`config.mk`:
```
export PLATFORM = sky130hd
export DESIGN_NAME = jr_link_unit
export DESIGN_NICKNAME = d
export VERILOG_FILES = /design/src/rtl/jr_pkg.sv /design/src/rtl/jr_decode.sv /design/src/rtl/jr_target.sv /design/src/rtl/jr_ctrl.sv /design/src/rtl/jr_link_unit.sv
export SDC_FILE = /design/constraint.sdc
export NUM_CORES = 1
export LEC_CHECK = 0
export BUFFER_PORTS_ARGS = -buffer_cell sky130_fd_sc_hd__buf_2
export CAP_MARGIN = 20
export CORE_MARGIN = 2
export CORE_UTILIZATION = 45
export DETAILED_ROUTE_END_ITERATION = 8
export PLACE_DENSITY = 0.74
export RECOVER_POWER = 50
export SYNTH_ARGS = -nofsm -noshare
export SYNTH_HDL_FRONTEND = slang
export SYNTH_SLANG_ARGS = --single-unit
```
`constraint.sdc`:
```
create_clock -name clk -period 1.3 [get_ports clk]
set_input_delay 0.39 -clock clk [delete_from_list [all_inputs] [get_ports clk]]
set_output_delay 0.39 -clock clk [all_outputs]
set_load 0.05 [all_outputs]
```
`src/rtl/jr_pkg.sv`:
```
package jr_pkg;
  localparam int unsigned INSTR_W   = 32;
  localparam int unsigned REG_IDX_W = 5;
  localparam int unsigned OPC_W     = 6;

  localparam logic [OPC_W-1:0] OPC_SPECIAL  = 6'b000000;
  localparam logic [OPC_W-1:0] FUNCT_JREG   = 6'b001001;
  localparam logic [OPC_W-1:0] OPC_CTI_LO   = 6'b000001;
  localparam logic [OPC_W-1:0] OPC_CTI_HI   = 6'b000111;

  typedef struct packed {
    logic                 is_jump;
    logic                 is_cti;
    logic                 barrier;
    logic [REG_IDX_W-1:0] src;
    logic [REG_IDX_W-1:0] dst;
  } jr_dec_t;
endpackage

```
`src/rtl/jr_decode.sv`:
```
module jr_decode
  import jr_pkg::*;
(
  input  logic [INSTR_W-1:0] instr,
  output jr_dec_t            dec
);
  logic [OPC_W-1:0] opc;
  logic [OPC_W-1:0] funct;
  logic             zero_mid;
  logic             jump_hit;
  logic             branch_hit;

  always_comb begin
    opc        = instr[31:26];
    funct      = instr[5:0];
    zero_mid   = (instr[20:16] == '0);
    jump_hit   = (opc == OPC_SPECIAL) && (funct == FUNCT_JREG) && zero_mid;
    branch_hit = (opc >= OPC_CTI_LO) && (opc <= OPC_CTI_HI);
    dec.is_jump = jump_hit;
    dec.is_cti  = jump_hit || branch_hit;
    dec.barrier = instr[10];
    dec.src     = instr[25:21];
    dec.dst     = instr[15:11];
  end
endmodule

```
`src/rtl/jr_target.sv`:
```
module jr_target #(
  parameter int unsigned XLEN = 32
) (
  input  logic [XLEN-1:0] rs_value,
  input  logic            cfg_compressed,
  output logic [XLEN-1:0] target,
  output logic            isa_mode,
  output logic            misaligned
);
  logic [XLEN-1:0] tgt_plain;
  logic [XLEN-1:0] tgt_comp;
  logic            err_plain;
  logic            err_comp;

  always_comb begin
    tgt_plain = rs_value;
    err_plain = (rs_value[1:0] != 2'b00);
    tgt_comp  = {rs_value[XLEN-1:1], 1'b0};
    err_comp  = (rs_value[1:0] == 2'b10);
    if (cfg_compressed) begin
      target     = tgt_comp;
      isa_mode   = rs_value[0];
      misaligned = err_comp;
    end else begin
      target     = tgt_plain;
      isa_mode   = 1'b0;
      misaligned = err_plain;
    end
  end
endmodule

```
`src/rtl/jr_ctrl.sv`:
```
module jr_ctrl
  import jr_pkg::*;
#(
  parameter int unsigned XLEN        = 32,
  parameter int unsigned LINK_OFFSET = 8
) (
  input  logic                 clk,
  input  logic                 rst_n,
  input  logic                 issue_valid,
  input  logic                 in_delay_slot,
  input  jr_dec_t              dec,
  input  logic [XLEN-1:0]      pc,
  input  logic [XLEN-1:0]      target,
  input  logic                 isa_mode,
  input  logic                 misaligned,
  output logic                 link_we,
  output logic [REG_IDX_W-1:0] link_idx,
  output logic [XLEN-1:0]      link_val,
  output logic                 redirect_valid,
  output logic [XLEN-1:0]      redirect_target,
  output logic                 next_isa_mode,
  output logic                 flush_req,
  output logic                 addr_err,
  output logic                 ri_exc,
  output logic                 unpred_enc
);
  localparam logic [XLEN-1:0] LINK_ADD = XLEN'(LINK_OFFSET);

  logic            pend_q, pend_d;
  logic [XLEN-1:0] ptgt_q;
  logic            pisa_q, pflush_q, perr_q;
  logic            cap_en;
  logic            slot_take, ri_now, links;

  logic                 link_we_d;
  logic [REG_IDX_W-1:0] link_idx_d;
  logic [XLEN-1:0]      link_val_d;
  logic                 rv_d, isa_d, fl_d, ae_d, ri_d, un_d;
  logic [XLEN-1:0]      tgt_d;

  always_comb begin
    ri_now    = issue_valid && in_delay_slot && dec.is_cti;
    slot_take = issue_valid && pend_q;
    cap_en    = issue_valid && dec.is_jump && !ri_now;
    links     = cap_en && (dec.dst != '0);

    if (cap_en)         pend_d = 1'b1;
    else if (slot_take) pend_d = 1'b0;
    else                pend_d = pend_q;

    link_we_d  = links;
    link_idx_d = links ? dec.dst : '0;
    link_val_d = links ? (pc + LINK_ADD) : '0;
    un_d       = links && (dec.src == dec.dst);

    rv_d  = slot_take && !ri_now;
    tgt_d = rv_d ? ptgt_q : '0;
    isa_d = rv_d && pisa_q;
    fl_d  = rv_d && pflush_q;
    ae_d  = rv_d && perr_q;
    ri_d  = ri_now;
  end

  always_ff @(posedge clk or negedge rst_n) begin
    if (!rst_n) begin
      pend_q   <= 1'b0;
      ptgt_q   <= '0;
      pisa_q   <= 1'b0;
      pflush_q <= 1'b0;
      perr_q   <= 1'b0;
    end else begin
      pend_q <= pend_d;
      if (cap_en) begin
        ptgt_q   <= target;
        pisa_q   <= isa_mode;
        pflush_q <= dec.barrier;
        perr_q   <= misaligned;
      end
    end
  end

  always_ff @(posedge clk or negedge rst_n) begin
    if (!rst_n) begin
      link_we         <= 1'b0;
      link_idx        <= '0;
      link_val        <= '0;
      redirect_valid  <= 1'b0;
      redirect_target <= '0;
      next_isa_mode   <= 1'b0;
      flush_req       <= 1'b0;
      addr_err        <= 1'b0;
      ri_exc          <= 1'b0;
      unpred_enc      <= 1'b0;
    end else begin
      link_we         <= link_we_d;
      link_idx        <= link_idx_d;
      link_val        <= link_val_d;
      redirect_valid  <= rv_d;
      redirect_target <= tgt_d;
      next_isa_mode   <= isa_d;
      flush_req       <= fl_d;
      addr_err        <= ae_d;
      ri_exc          <= ri_d;
      unpred_enc      <= un_d;
    end
  end
endmodule

```
`src/rtl/jr_link_unit.sv`:
```
module jr_link_unit
  import jr_pkg::*;
#(
  parameter int unsigned XLEN        = 32,
  parameter int unsigned LINK_OFFSET = 8
) (
  input  logic                 clk,
  input  logic                 rst_n,
  input  logic                 issue_valid,
  input  logic [INSTR_W-1:0]   instr,
  input  logic [XLEN-1:0]      pc,
  input  logic [XLEN-1:0]      rs_value,
  input  logic                 cfg_compressed,
  input  logic                 in_delay_slot,
  output logic                 link_we,
  output logic [REG_IDX_W-1:0] link_idx,
  output logic [XLEN-1:0]      link_val,
  output logic                 redirect_valid,
  output logic [XLEN-1:0]      redirect_target,
  output logic                 next_isa_mode,
  output logic                 flush_req,
  output logic                 addr_err,
  output logic                 ri_exc,
  output logic                 unpred_enc
);
  jr_dec_t         dec;
  logic [XLEN-1:0] tgt;
  logic            isa;
  logic            mis;

  jr_decode u_dec (
    .instr (instr),
    .dec   (dec)
  );

  jr_target #(.XLEN(XLEN)) u_tgt (
    .rs_value       (rs_value),
    .cfg_compressed (cfg_compressed),
    .target         (tgt),
    .isa_mode       (isa),
    .misaligned     (mis)
  );

  jr_ctrl #(.XLEN(XLEN), .LINK_OFFSET(LINK_OFFSET)) u_ctrl (
    .clk             (clk),
    .rst_n           (rst_n),
    .issue_valid     (issue_valid),
    .in_delay_slot   (in_delay_slot),
    .dec             (dec),
    .pc              (pc),
    .target          (tgt),
    .isa_mode        (isa),
    .misaligned      (mis),
    .link_we         (link_we),
    .link_idx        (link_idx),
    .link_val        (link_val),
    .redirect_valid  (redirect_valid),
    .redirect_target (redirect_target),
    .next_isa_mode   (next_isa_mode),
    .flush_req       (flush_req),
    .addr_err        (addr_err),
    .ri_exc          (ri_exc),
    .unpred_enc      (unpred_enc)
  );
endmodule

```
==> flow_summary_export.csv <==
group,metric,value,unit
status,status,"complete, but fails checks",
status,violations,"negative setup slack",
timing,slew_headroom,73.6,%
timing,rsz0062_at_grt,"true",
detailed_routing,wl_per_cell,18.1,um
synth,synth_most_common_cell,"dfrtp_1",
power,total_power,6.10,mW
global_routing,grt_pass1_vias,4111,
synth,synth-async-reset-ratio,100,%
placement,gp_congestion,0.871,
layout,multi_input_comb_area,0.00219,sq mm
hold_path,min_to,"u_ctrl.ptgt_q[8]",
synth,synthAdderAreaFrac,0.267,%
timing,fin_setup_tns,-35890,ps
critical_path,r2r-start,"u_ctrl.pend_q",
detailed_routing,avgViaCountPerCell,5.07,
hold_path,hold_start,"rs_value[8]",
critical_path,path_buf_inv,4,
detailed_routing,drt_iter0_markers,152,
power,p_leak,3.66,nW
synth,synth.avg_cell_area,13.2,sq um
synth,yosysUniqueCellTypes,36,
synth,synth_top_cell_by_area,"dfrtp_1",
timing,drv_slew,0,
timing,holdWs,224,ps
floorplanning,dieArea,0.0112,sq mm
critical_path,path_depth,8,
clocking,cts_buffers,9,
synth,syn_nets,457,
layout,final_area,0.00774,sq mm
synth,synth_seq_area_share,59.9,%
critical_path,path_common_cell,"buf_6",
timing,setup_violations,169,
detailed_routing,num_vias,3825,
global_routing,grt_first_pass_wirelength,21500,um
layout,nFillCells,623,
clocking,cts_max_path_buffers,2,
detailed_routing,ant_nets,0,
layout,nets,715,
layout,area.sequential,0.00280,sq mm
placement,post-dp-hpwl,8270,um
synth,synth_edf_count,0,
global_routing,grt_max_degree,42,
global_routing,grt_antenna_before_repair,0,
critical_path,required,1600,ps
hold_path,min_path_type,"in -> reg",
critical_path,crit_slowest_cell,"or4b_4",
power,pwr_density_cell,788,mW/mm^2
synth,synth_top_family_by_area,"simple AND/OR/NAND/NOR gates",
layout,area_growth,65.5,%
clocking,htreeDepth,3,
timing,hold_violations,0,
layout,drive_gt1_share,64.1,%
hold_path,holdPathStages,2,
critical_path,worstSetupPathType,"in -> reg",
timing,worstMarginPinSlew,395,ps
placement,port_buffers,172,
placement,placed_cell_area,0.00640,sq mm
critical_path,critPathLaunchType,"primary input",
synth,yosysWarnings,0,
critical_path,crit_chain,"buf_6, or4b_4, buf_6, nor3_4, nand3_4, buf_6, buf_12, a21oi_4",
detailed_routing,drc_errors,0,
floorplanning,io_pins,177,
timing,setup_ws,-414,ps
synth,synth-simple-area-share,18.1,%
layout,final_util,75.7,%
synth,synth_cells,355,
synth,syn_area,0.00468,sq mm
global_routing,track_usage,25.0,%
clocking,cts.clk_slew.worst_paths,130,ps
synth,synth-xor-area-share,3.18,%
synth,muxShareOfSynthArea,10.6,%
synth,synth_compound_area_share,4.12,%
timing,period_share,132,%
detailed_routing,wirelength,13600,um
detailed_routing,firstDrtPassIters,4,
critical_path,cp_slowest_stage_delay,530,ps
critical_path,cp_top_family,"simple AND/OR/NAND/NOR gates",
clocking,cts-root-buf,"clkbuf_8",
timing,max_freq,583,MHz
floorplanning,die_w,106,um
clocking,tritoncts,"built",
synth,ys_ff_latch,112,
clocking,clock_latency,380,ps
timing,min_period,1710,ps
synth,yosys-top-cells-count,"112 x dfrtp_1, 34 x nor3b_1, 28 x mux2_4",
synth,ys.flop_type,"dfrtp_1",
critical_path,r2r-end,"u_ctrl.redirect_target[21]",
timing,fin_worst_skew,24.2,ps
global_routing,gr-total-overflow,0,
layout,diodes,0,
clocking,clock-sinks,112,
floorplanning,die_height,106,um
synth,synth_top_area_share,59.9,%
synth,synthTopCellsByArea,"dfrtp_1 60%, mux2_4 9.0%, nor3b_1 5.5%",
job,drv_cap,0,
critical_path,worstPathMaxFanout,7,
power,ir_drop,597,uV
critical_path,crit_arrival,2020,ps
floorplanning,start_util,45.7,%
critical_path,rrSetupSlack,310,ps
critical_path,end_kind,"flip-flop",
floorplanning,rows,37,
floorplanning,core_area,0.0102,sq mm
critical_path,reg2regPathDepth,3,
[flip-flops by register name (all words and copies together) (netlist names), 5 cells and up]
register / count
u_ctrl.redirect_target: 32
u_ctrl.link_val: 32
u_ctrl.ptgt_q: 32
u_ctrl.link_idx: 5
[layout by cell type (no fill, tap or decap), types with 3 or more instances in the layout]
cell type  count
dfrtp_1      112
buf_2         94
buf_6         85
buf_4         61
mux2_4        34
nor3b_2       28
nor2_4        15
a21oi_2       14
buf_12        12
nand2_1       10
nand4_1       10
nand3_1        9
xor2_1         9
clkbuf_8       9
or3_1          8
o31ai_1        8
or4_1          8
xnor2_1        8
inv_1          7
and3_1         7
o21ai_0        7
nor3b_4        6
and4_1         5
buf_16         5
nor2_1         4
clkbuf_2       3
buf_8          3
[worst max path at each step]
stage / slack [ps] / from / to
after global placement: -770 / instr[31] / u_ctrl.pflush_q
after floorplan: -600 / instr[31] / u_ctrl.ptgt_q[10]
final: -410 / instr[29] / u_ctrl.link_val[18]
after global routing: -450 / instr[29] / u_ctrl.link_val[22]
after CTS: -370 / instr[29] / u_ctrl.ptgt_q[11]
after detailed placement: -800 / instr[31] / u_ctrl.ptgt_q[31]
[report_power, final]
part           internal, mW  switching [mW]
Sequential             3.48        0.000289
Clock                 0.756            1.29
Combinational         0.276           0.296
[repair_timing]
item / CTS / global route
pin swaps: 3 / 10
endpoints found under the hold margin: 12 / 0
endpoints found under the setup margin: 181 / 186
resized for setup: 200 / 36
hold buffers: 1 / 0
cloned: 10 / 1
buffers inserted: 14 / 10
[kinds of logic (layout without fill, tap and decap cells)]
group                    after synthesis  in the layout
AO/OA/AOI/OAI                         33             33
XOR/XNOR                              17             17
adder cells (fa/ha/maj)                1              1
buffers and inverters                 26            289
flip-flops                           112            112
multiplexers                          35             35
AND/OR/NAND/NOR                      131            131
[final cells by class]
class | instances | area share [%]
clock buffers | 9 | 1.60
clock inverters | 7 | 0.905
inverters | 8 | 0.420
multi-input cells | 217 | 28.2
flip-flops and latches | 112 | 36.2
well taps | 136 | 2.20
repair buffers | 265 | 30.5
[metrics by stage]
stage	worst slack (ps)	std cells
after floorplan	-598	355
after global placement	-767	710
after detailed placement	-799	710
after CTS	-374	751
after global routing	-451	754
final	-414	754
[layer usage]
| layer | vias to the layer above | share of wire [%] | GRT usage (%) |
|---|---|---|---|
| met4 | 0 | 1.8 | 7.99 |
| met2 | 152 | 54 | 44.7 |
| li1 | 1782 | - | - |
| met3 | 19 | 6.3 | 6.13 |
| met5 | - | 0 | 0 |
| met1 | 1872 | 38 | 29.5 |
No activity file was read; power rests on OpenSTA's default activity.
